### src/rtl/brx_pkg.sv
// Package: shared branch-kind encoding and result bundle for the branch
// resolution unit. Assumes a 4-bit kind field supplied by decode.
package brx_pkg;

    localparam int KIND_W = 4;

    typedef enum logic [KIND_W-1:0] {
        BK_NONE  = 4'd0,
        BK_EQ    = 4'd1,
        BK_NE    = 4'd2,
        BK_LEZ   = 4'd3,
        BK_GTZ   = 4'd4,
        BK_LTZ   = 4'd5,
        BK_GEZ   = 4'd6,
        BK_LTZL  = 4'd7,
        BK_GEZL  = 4'd8,
        BK_CPT   = 4'd9,
        BK_CPF   = 4'd10
    } brx_kind_e;

    typedef struct packed {
        logic        taken;
        logic        link_we;
        logic [31:0] target;
        logic [31:0] link_data;
    } brx_result_t;

endpackage

### src/rtl/brx_cond_eval.sv
// Module: brx_cond_eval
// Decides whether a branch is taken and whether it links, from the kind
// code, the operands and the coprocessor flag. Purely combinational.
// Assumes operands are two's complement of width DW; unknown kinds are inert.
module brx_cond_eval
    import brx_pkg::*;
#(
    parameter int DW = 32
) (
    input  logic [KIND_W-1:0] kind,
    input  logic [DW-1:0]     rs_val,
    input  logic [DW-1:0]     rt_val,
    input  logic              cp0_cond,
    output logic              taken,
    output logic              link_we
);
    localparam int SIGN_BIT = DW - 1;

    logic rs_neg;
    logic rs_zero;
    logic ops_eq;

    // Operand flags shared by all compare kinds.
    always_comb begin
        rs_neg  = rs_val[SIGN_BIT];
        rs_zero = (rs_val == '0);
        ops_eq  = (rs_val == rt_val);
    end

    // Condition selection per kind; default keeps unknown codes inert.
    always_comb begin
        taken   = 1'b0;
        link_we = 1'b0;
        case (brx_kind_e'(kind))
            BK_EQ:   taken = ops_eq;
            BK_NE:   taken = !ops_eq;
            BK_LEZ:  taken = rs_neg || rs_zero;
            BK_GTZ:  taken = !rs_neg && !rs_zero;
            BK_LTZ:  taken = rs_neg;
            BK_GEZ:  taken = !rs_neg;
            BK_LTZL: begin
                taken   = rs_neg;
                link_we = 1'b1;
            end
            BK_GEZL: begin
                taken   = !rs_neg;
                link_we = 1'b1;
            end
            BK_CPT:  taken = cp0_cond;
            BK_CPF:  taken = !cp0_cond;
            default: begin
                taken   = 1'b0;
                link_we = 1'b0;
            end
        endcase
    end

endmodule

### src/rtl/brx_addr_gen.sv
// Module: brx_addr_gen
// Forms the branch target (delay-slot address plus scaled, sign-extended
// offset) and the return address past the delay slot. Combinational.
// Assumes byte addressing with INSN_BYTES-sized instructions.
module brx_addr_gen #(
    parameter int AW         = 32,
    parameter int OW         = 16,
    parameter int INSN_BYTES = 4
) (
    input  logic [AW-1:0] br_pc,
    input  logic [OW-1:0] offset,
    output logic [AW-1:0] target,
    output logic [AW-1:0] link_data
);
    localparam int SHIFT   = $clog2(INSN_BYTES);
    localparam int EXT_W   = AW - OW - SHIFT;
    localparam logic [AW-1:0] SLOT_STEP = AW'(INSN_BYTES);
    localparam logic [AW-1:0] LINK_STEP = AW'(2 * INSN_BYTES);

    logic [AW-1:0] slot_pc;
    logic [AW-1:0] disp;

    // Sign-extend and scale the offset; fill low bits with zeros.
    generate
        if (SHIFT > 0) begin : g_scaled
            always_comb disp = {{EXT_W{offset[OW-1]}}, offset, {SHIFT{1'b0}}};
        end else begin : g_unscaled
            always_comb disp = {{EXT_W{offset[OW-1]}}, offset};
        end
    endgenerate

    // Target and return address arithmetic.
    always_comb begin
        slot_pc   = br_pc + SLOT_STEP;
        target    = slot_pc + disp;
        link_data = br_pc + LINK_STEP;
    end

endmodule

### src/rtl/brx_out_reg.sv
// Module: brx_out_reg
// Single register stage for the branch result with a valid strobe.
// Assumes synchronous active-low reset; taken/link are masked when idle.
module brx_out_reg
    import brx_pkg::*;
(
    input  logic        clk,
    input  logic        rst_n,
    input  logic        in_valid,
    input  brx_result_t res_d,
    output logic        valid_q,
    output brx_result_t res_q
);
    // Capture the result; addresses hold while idle, flags drop.
    always_ff @(posedge clk) begin
        if (!rst_n) begin
            valid_q <= 1'b0;
            res_q   <= '0;
        end else begin
            valid_q       <= in_valid;
            res_q.taken   <= in_valid && res_d.taken;
            res_q.link_we <= in_valid && res_d.link_we;
            if (in_valid) begin
                res_q.target    <= res_d.target;
                res_q.link_data <= res_d.link_data;
            end
        end
    end

endmodule

### src/rtl/brx_resolve_unit.sv
// Module: brx_resolve_unit (top)
// Resolves a decoded branch: taken flag, target, link enable and link
// address, registered once. Assumes 32-bit operands and addresses, a 16-bit
// offset, a single delay slot, and decode that drives a valid kind code.
module brx_resolve_unit
    import brx_pkg::*;
(
    input  logic        clk,
    input  logic        rst_n,
    input  logic        in_valid,
    input  logic [3:0]  kind,
    input  logic [31:0] rs_val,
    input  logic [31:0] rt_val,
    input  logic [15:0] offset,
    input  logic [31:0] br_pc,
    input  logic        cp0_cond,
    output logic        out_valid,
    output logic        out_taken,
    output logic [31:0] out_target,
    output logic        out_link_we,
    output logic [31:0] out_link_data
);
    localparam int DW = 32;
    localparam int OW = 16;

    brx_result_t res_c;
    brx_result_t res_r;

    brx_cond_eval #(.DW(DW)) u_cond (
        .kind     (kind),
        .rs_val   (rs_val),
        .rt_val   (rt_val),
        .cp0_cond (cp0_cond),
        .taken    (res_c.taken),
        .link_we  (res_c.link_we)
    );

    brx_addr_gen #(.AW(DW), .OW(OW), .INSN_BYTES(4)) u_addr (
        .br_pc     (br_pc),
        .offset    (offset),
        .target    (res_c.target),
        .link_data (res_c.link_data)
    );

    brx_out_reg u_oreg (
        .clk      (clk),
        .rst_n    (rst_n),
        .in_valid (in_valid),
        .res_d    (res_c),
        .valid_q  (out_valid),
        .res_q    (res_r)
    );

    // Unpack the registered bundle onto the ports.
    always_comb begin
        out_taken     = res_r.taken;
        out_target    = res_r.target;
        out_link_we   = res_r.link_we;
        out_link_data = res_r.link_data;
    end

endmodule

### config.mk
export PLATFORM = sky130hd
export DESIGN_NAME = brx_resolve_unit
export DESIGN_NICKNAME = d
export VERILOG_FILES = /design/src/rtl/brx_pkg.sv /design/src/rtl/brx_cond_eval.sv /design/src/rtl/brx_addr_gen.sv /design/src/rtl/brx_out_reg.sv /design/src/rtl/brx_resolve_unit.sv
export SDC_FILE = /design/constraint.sdc
export NUM_CORES = 1
export LEC_CHECK = 0
export BUFFER_PORTS_ARGS = -buffer_cell sky130_fd_sc_hd__clkbuf_2
export CORE_MARGIN = 3
export CORE_UTILIZATION = 51
export DETAILED_ROUTE_END_ITERATION = 8
export GPL_TIMING_DRIVEN = 1
export PLACE_DENSITY = 0.79
export RECOVER_POWER = 25
export SLEW_MARGIN = 20
export SYNTH_ARGS = -nofsm -noshare
export SYNTH_HDL_FRONTEND = slang
export SYNTH_SLANG_ARGS = --single-unit
### constraint.sdc
create_clock -name clk -period 3.41 [get_ports clk]
set_input_delay 0.1705 -clock clk [delete_from_list [all_inputs] [get_ports clk]]
set_output_delay 0.1705 -clock clk [all_outputs]
set_load 0.05 [all_outputs]
==> qor.txt, run 1 <==
status: finished clean
vias per inst: 5.77
Placeable Area: 9820 um2
Slew headroom: 0.160
Switching Fraction: 0.420
unique cell type count in the Yosys netlist: 59
placed cells: 941
Starting Density: 0.529
fin crit period: 2.56 ns
DRC viols: 0
post-synth top area cell: dfxtp_1
Worst Reg-to-Reg Cells: 1
most common cell after layout, fill and taps aside: clkbuf_2
Non-Filler Instances: 955
Worst Path Max Fanout: 4
IO Count: 187
initial antenna violation count: 0
width of the chip: 107 um
clk_skew: 0 ns
worst min path class: in -> reg
Post-DRT Antenna Nets: 0
clock buffer depth: 2
Worst setup EP type: flop
Syn Area/Cell: 7.97 um2
post-cts sizing count: 0
Comb pwr share: 0.426
Layout area overhead: 21.3%
cts bufs inserted: 9
sequential share of power: 0.343
worst ir drop on vdd: 0.296 mV
critical path class: in -> reg
CTS tree: done
Synth top area share: 0.250
CTS Hold Bufs: 0
antenna diode count: 0
#FFs+latches synth: 65
final setup violation count: 0
PortBufs: 186
final worst-path cycle share: 0.752
CTS Root Cell: clkbuf_8
Switching Power: 0.00107 W
clock share of power: 0.231
leading post-synthesis cells by cell area: dfxtp_1 25%, ha_1 14%, xnor2_1 9.4%
first-pass GRT wire length: 25.2 mm
Final GP Congestion: 0.938
Final HPWL DP: 12.6 mm
achievable clock frequency: 390 MHz
postcts setup bufs: 0
via count: 5510
Reg-to-Reg End: u_oreg.res_q[55]
routed len/inst: 16.4 um
Mapped Nets: 831
final max-slew violation count: 0
Gate Count Post-Synth: 652
Sink Count: 65
CP required: 3.62 ns
crit path launch: br_pc[3]
Final Routed Wirelength: 15.6 mm
Top FF cell, synth: dfxtp_1
Syn. warnings: 0
commonest cells after routing, fill and taps aside: 153 x clkbuf_2, 70 x nor2_1, 65 x dfxtp_1, 58 x ha_1, 56 x xnor2_1
Setup TNS: 0 ns
register area share after synthesis: 0.250
FILL cells: 932
P_int: 0.00148 W
Synth Cell Area: 5190 um2
largest net degree at the start of global routing: 70
pwr/cell area: 404 nW/um2
Die Ht: 107 um
row count: 36
DR pass1 iterations: 5
asr flop ratio synth: 0
Final Hold Fails: 0
number of flops mapped to enable cells by yosys: 0
Worst-Margin Slew: 1.26 ns
1st-iter DRT viols: 379
unrepaired setup endpoints after global routing: false
CP arrival: 2.77 ns
GRT Total Usage: 0.270
maxcap violations: 0
GRT overflow: 0
total die area: 11400 um2
Final Util: 0.642
reg2reg start: u_oreg.res_q[55]
Setup crit end: u_oreg.res_q[63]
Clock Latency Late Sink: 0.33 ns
vias in the first global route: 5277
Worst R2R Setup Slack: 2.64 ns
# nets final: 998
Worst-path clk slew: 0.08 ns
Pleak: 2.80 nW
CTS H-tree lvls: 3
CP startpoint kind: input pin
layout cells sized above 1: 0.217
[how the worst min path moves through the flow]
| stage | from | endpoint | slack (ns) | cells after the start |
|---|---|---|---|---|
| final | br_pc[3] | u_oreg.res_q[3] | 0.06 | 2 |
| after global routing | br_pc[3] | u_oreg.res_q[3] | 0.05 | 2 |
| after CTS | br_pc[3] | u_oreg.res_q[3] | 0.05 | 2 |
| after detailed placement | br_pc[3] | u_oreg.res_q[3] | 0.42 | 2 |
| after global placement | br_pc[3] | u_oreg.res_q[3] | 0.41 | 2 |
| after floorplan | br_pc[3] | u_oreg.res_q[3] | 0.27 | 1 |
[stage by stage]
stage / instance area (um2) / total power, W / worst slack, ns / hold WS [ns]
2_1_floorplan: 5190 / 0.00166 / 0.918 / 0.270
3_3_place_gp: 6170 / 0.00196 / 0.635 / 0.406
3_5_place_dp: 6170 / 0.00197 / 0.540 / 0.420
4_1_cts: 6340 / 0.00256 / 0.885 / 0.0496
5_1_grt: 6300 / 0.00269 / 0.684 / 0.0527
6_report: 6300 / 0.00255 / 0.845 / 0.0636
[cell families after synthesis]
family | share of synthesized area
AO/OA/AOI/OAI | 0.196
XOR/XNOR | 0.133
adder cells (fa/ha/maj) | 0.144
buffers and inverters | 0.0368
flip-flops | 0.250
multiplexers | 0.0270
AND/OR/NAND/NOR | 0.213
[power by group through the flow]
stage | clock, W | sequential [W] | combinational (W)
floorplan | 0 | 0.00114 | 0.000522
global route | 0.000633 | 0.000883 | 0.00117
detailed placement | 0 | 0.000890 | 0.00108
CTS | 0.000602 | 0.000874 | 0.00109
global placement | 0 | 0.000888 | 0.00107
finish | 0.000589 | 0.000873 | 0.00109
[state kept, by name, summed over array words and instances, names as in the netlist]
register and count:
u_oreg.res_q 64, u_oreg.valid_q 1
[metal layers]
layer,vias up,wire (um),track usage
li1,2717,-,-
met4,0,185,0.0548
met3,20,923,0.0614
met1,2591,6780,0.344
met2,182,7730,0.466
met5,-,0,0
[layout make-up]
type | count | area, um2 | area share
tap | 133 | 166 | 0.0264
sequential | 65 | 1300 | 0.207
timing repair buffer | 189 | 912 | 0.145
multi-input combinational | 541 | 3700 | 0.588
clock inverter | 3 | 17.5 | 0.00278
clock buffer | 11 | 151 | 0.0240
inverter | 13 | 48.8 | 0.00775
[worst max-delay path, stage by stage]
cell and delay [ns]:
clkbuf_2 0.11, ha_1 0.29, ha_1 0.19, inv_1 0.07, fa_1 0.40, nand2b_1 0.20
a21oi_2 0.17, o21ai_1 0.16, o41a_1 0.50, o21ai_0 0.24, mux2i_1 0.19, o21ai_0 0.09
[cell usage after synthesis, drive strengths merged, types with 2 or more instances]
library cell	number
nand3	23
o21ai	45
nor3	16
dfxtp	65
a221oi	6
o31ai	4
o41ai	2
a22oi	3
a31oi	3
a21oi	46
o21a	4
nand4	25
buf	9
o41a	2
xor2	23
nor2b	3
nor2	70
or3	3
and2	3
o31a	2
or4	2
nor4	9
o211ai	3
clkbuf	24
a21o	7
nand2b	6
a211oi	20
and3	13
inv	12
ha	58
a211o	2
nand2	52
mux2i	14
xnor2	56
and4	3
No activity file was read; power rests on OpenSTA's default activity.
==> inputs of run 2 (changes only) <==
clock period = 2.4 ns   (was 3.41 ns; I/O delays follow)
==> run 2 against run 1 <==
- power grew 53%
- die area is the same
- critical path depth is the same
- final cell count grew 9.8%
- combinational power grew 64%
- flip-flop and latch count is the same
- largest power group unchanged
- first-iteration DRC count shrank 0.53%
- wire length grew 6.3%
- utilization grew 7.3 points
- clock skew is the same
- setup slack lost 0.73 ns
==> qor.txt, run 2 (synthesis results as in run 1) <==
sequential share of power: 0.319
PnR worst setup slack: 0.115 ns
Biggest register: u_oreg.res_q
status: finished clean
width of the chip: 107 um
largest net degree at the start of global routing: 44
CP bufs+invs: 2
1st-iter DRT viols: 377
cts bufs inserted: 9
PortBufs: 186
Starting Density: 0.529
FILL cells: 875
vias in the first global route: 5779
Final Util: 0.715
Final Routed Wirelength: 16.6 mm
CTS H-tree lvls: 3
Non-Filler Instances: 1049
CTS Root Cell: clkbuf_8
Worst setup EP type: flop
GRT overflow: 0
total power: 0.00389 W
DR pass1 iterations: 5
Hold WS: 0.0191 ns
initial antenna violation count: 0
placed cells: 1035
P_int: 0.00229 W
Final Hold Fails: 0
critical path class: in -> reg
clk_skew: 0 ns
layout cells sized above 1: 0.302
Die Ht: 107 um
row count: 36
final setup violation count: 0
first-pass GRT wire length: 26.6 mm
crit-path cells: clkbuf_2, ha_1, ha_1, inv_1, fa_1, nand2b_1, a21oi_2, o21ai_1, o41a_1, o21ai_1, mux2i_1, o21ai_0
fin crit period: 2.28 ns
worst ir drop on vdd: 0.389 mV
CP startpoint kind: input pin
Comb pwr share: 0.460
Worst Path Max Fanout: 3
CTS tree: done
top cell family by delay on the critical path: compound AO/OA/AOI/OAI gates
postcts setup bufs: 0
achievable clock frequency: 438 MHz
final max-slew violation count: 0
Switching Power: 0.00159 W
IO Count: 187
CP max stage delay: 0.41 ns
maxcap violations: 0
Worst-path clk slew: 0.07 ns
GRT Total Usage: 0.285
CP max-delay cell: o41a_1
Pleak: 3.26 nW
Post-DRT Antenna Nets: 0
Slew headroom: 0.350
antenna diode count: 0
Layout area overhead: 35.1%
# nets final: 1092
Setup Slack @ Placement: -0.262 ns
Final HPWL DP: 13.6 mm
via count: 5875
Clock Latency Late Sink: 0.34 ns
unrepaired setup endpoints after global routing: false
Sink Count: 65
DRC viols: 0
Largest register FFs: 64
CP arrival: 2.51 ns
Placeable Area: 9820 um2
routed len/inst: 15.8 um
clock buffer depth: 2
Switching Fraction: 0.410
vias per inst: 5.60
worst min path class: in -> reg
Final GP Congestion: 0.962
clock share of power: 0.221
pwr/cell area: 554 nW/um2
total die area: 11400 um2
most common cell after layout, fill and taps aside: clkbuf_2
Worst-Margin Slew: 0.975 ns
CP required: 2.62 ns
commonest cells after routing, fill and taps aside: 157 x clkbuf_2, 95 x buf_4, 70 x nor2_1, 65 x dfxtp_1, 58 x ha_1
final worst-path cycle share: 0.952
Largest regs: u_oreg.res_q x64, u_oreg.valid_q x1
==> run 2: power groups by stage <==
stage / logic, W / clock network (W) / registers (W)
final: 0.00179 / 0.000858 / 0.00124
after global routing: 0.00193 / 0.000910 / 0.00125
after CTS: 0.00179 / 0.000879 / 0.00124
after detailed placement: 0.00178 / 0 / 0.00126
after global placement: 0.00175 / 0 / 0.00126
after floorplan: 0.000742 / 0 / 0.00162
==> run 2: worst reg2reg max path: cells and delay by family (launching register included) <==
kind               cells  cell delay (ns)
DFF                    1             0.33
AOI/OAI and AO/OA      2             0.31
==> run 2: path summary, 6_finish.rpt <==
path	startpoint	end	slack, ns	cells past startpoint
max	br_pc[3]	u_oreg.res_q[63]	0.12	12
min	br_pc[0]	u_oreg.res_q[0]	0.02	3
max reg2reg	u_oreg.res_q[58]	u_oreg.res_q[58]	1.65	2
min reg2reg	u_oreg.res_q[60]	u_oreg.res_q[60]	0.46	2
==> run 2: area by class of cell <==
type	instances	area (um2)	area share
well taps	133	166	0.0237
inverters	13	48.8	0.00695
flip-flops and latches	65	1300	0.185
clock inverters	3	17.5	0.00250
repair buffers	283	1620	0.230
multi-input cells	541	3720	0.530
clock buffers	11	151	0.0216
==> run 2: routing by layer <==
layer	up-vias	wire length (um)	part of all wire	global-route usage
met5	-	0	0	0
met4	0	471	0.028	0.104
met3	41	947	0.057	0.0530
met2	173	8260	0.50	0.498
met1	2769	6930	0.42	0.348
li1	2892	-	-	-
==> run 2: stage by stage <==
stage | cell area [um2] | TNS [ns]
6_report | 7020 | 0
4_1_cts | 7050 | 0
5_1_grt | 7020 | 0
2_1_floorplan | 5190 | 0
3_3_place_gp | 6880 | -1.58
3_5_place_dp | 6880 | -1.96
==> run 2: timing repair <==
item | CTS | global route
resized for setup | 0 | 3
setup endpoints to repair | 0 | 5
hold buffers | 0 | 0
hold endpoints to repair | 0 | 0
==> inputs of run 3 (changes only) <==
==> constraint.sdc (replaced) <==
create_clock -name clk -period 2.4 [get_ports clk]
set_input_delay 0.24 -clock clk [delete_from_list [all_inputs] [get_ports clk]]
set_output_delay 0.24 -clock clk [all_outputs]
set_load 0.05 [all_outputs]
==> run 3 against run 2 <==
- first-iteration DRC count is 21% lower
- setup slack worse by 0.028 ns
- flip-flop and latch count stayed put
- clock power is 4.3% higher
- sequential power hardly changed
- final area is 4.2% higher
- register-to-register slack worse by 0.03 ns
- sequential share of layout area is 0.75 points lower
- combinational power is 6% higher
- non-clock buffer count is 24 higher
- global-route usage is 1.7 points higher
- critical endpoint unchanged
- largest cell class unchanged
==> qor.txt, run 3 (synthesis results as in run 1) <==
Seq. cell area: 1300 um2
CP max-delay cell: o41a_1
Biggest register: u_oreg.res_q
Final HPWL DP: 14.2 mm
initial antenna violation count: 0
cts bufs inserted: 9
pwr/cell area: 553 nW/um2
CP startpoint kind: input pin
postcts setup bufs: 0
status: finished clean
final max-slew violation count: 0
CP max stage delay: 0.48 ns
clk_skew: 0 ns
top cell family by delay on the critical path: compound AO/OA/AOI/OAI gates
Post-DRT Antenna Nets: 0
GRT overflow: 0
Setup Slack @ Placement: -0.305 ns
row count: 36
CP arrival: 2.53 ns
Final GP Congestion: 0.948
Clock Latency Late Sink: 0.34 ns
fin crit period: 2.31 ns
DRC viols: 0
Slew headroom: 0.255
achievable clock frequency: 432 MHz
Final Routed Wirelength: 17.5 mm
clock buffer depth: 2
CTS H-tree lvls: 3
PnR worst setup slack: 0.0876 ns
worst min path class: in -> reg
Pleak: 3.40 nW
Final Hold Fails: 0
DR pass1 iterations: 5
Layout area overhead: 40.8%
area of the multi-input gates: 3820 um2
maxcap violations: 0
Die Ht: 107 um
GRT Total Usage: 0.301
Placeable Area: 9820 um2
Starting Density: 0.529
PortBufs: 186
Sink Count: 65
Worst setup EP type: flop
1st-iter DRT viols: 296
Worst-path clk slew: 0.07 ns
CTS tree: done
vias per inst: 5.62
Non-Filler Instances: 1074
layout cells sized above 1: 0.342
via count: 6031
width of the chip: 107 um
Worst Path Max Fanout: 3
Worst-Margin Slew: 1.12 ns
final setup violation count: 0
# nets final: 1116
crit-path cells: clkbuf_2, ha_4, ha_4, inv_2, fa_2, nand2b_4, a21oi_4, o21ai_2, o41a_1, o21ai_2, mux2i_1, o21ai_1
worst ir drop on vdd: 0.470 mV
routed len/inst: 16.3 um
antenna diode count: 0
CTS Root Cell: clkbuf_8
vias in the first global route: 6018
commonest cells after routing, fill and taps aside: 158 x clkbuf_2, 120 x buf_4, 70 x nor2_1, 65 x dfxtp_1, 56 x xnor2_1
Largest register FFs: 64
CP required: 2.62 ns
first-pass GRT wire length: 28.0 mm
Hold WS: 0.149 ns
largest net degree at the start of global routing: 41
critical path class: in -> reg
FILL cells: 854
total die area: 11400 um2
Largest regs: u_oreg.res_q x64, u_oreg.valid_q x1
IO Count: 187
total power: 0.00404 W
most common cell after layout, fill and taps aside: clkbuf_2
final worst-path cycle share: 0.964
placed cells: 1059
Setup TNS: 0 ns
CP bufs+invs: 2
[run 3: cell types whose count changed in the layout (fill, tap and decap cells not counted), sizes merged]
cell,delta
buf,+25
clkbuf,+1
clkinv,-1
[run 3: final cells by class]
cell class / count / share of cell area
flip-flops and latches: 65 / 0.178
repair buffers: 307 / 0.246
clock buffers: 13 / 0.0231
multi-input cells: 541 / 0.522
well taps: 133 / 0.0227
inverters: 13 / 0.00667
clock inverters: 2 / 0.00171
[run 3: per-stage QoR]
step,instance area [um2],utilization
CTS,7250,0.739
global route,7320,0.745
global placement,7070,0.720
detailed placement,7070,0.720
floorplan,5210,-
finish,7320,0.745
[run 3: worst paths after layout]
path | startpoint | end | slack, ns | cells after the start
worst min-delay path | br_pc[0] | u_oreg.res_q[0] | 0.15 | 3
worst max-delay path | br_pc[3] | u_oreg.res_q[63] | 0.09 | 12
worst max register to register | u_oreg.res_q[57] | u_oreg.res_q[57] | 1.62 | 1
worst min register to register | u_oreg.res_q[60] | u_oreg.res_q[60] | 0.46 | 2
[run 3: layer usage]
layer  GRT usage  vias up  part of all wire
met2       0.550      222              0.51
li1            -     2943                 -
met4      0.0822        0             0.019
met1       0.364     2838              0.41
met5           0        -                 0
met3      0.0488       28             0.064
[run 3: report_power, final]
group	internal (W)	switching [W]
clock network	0.000453	0.000442
registers	0.00118	0.0000598
logic	0.000763	0.00114
total	0.00240	0.00164
[run 3: what timing repair did]
item,4_1_cts,5_1_grt
gates resized for setup,0,24
endpoints found under the setup margin,0,7
hold buffers,0,0
endpoints found under the hold margin,0,0
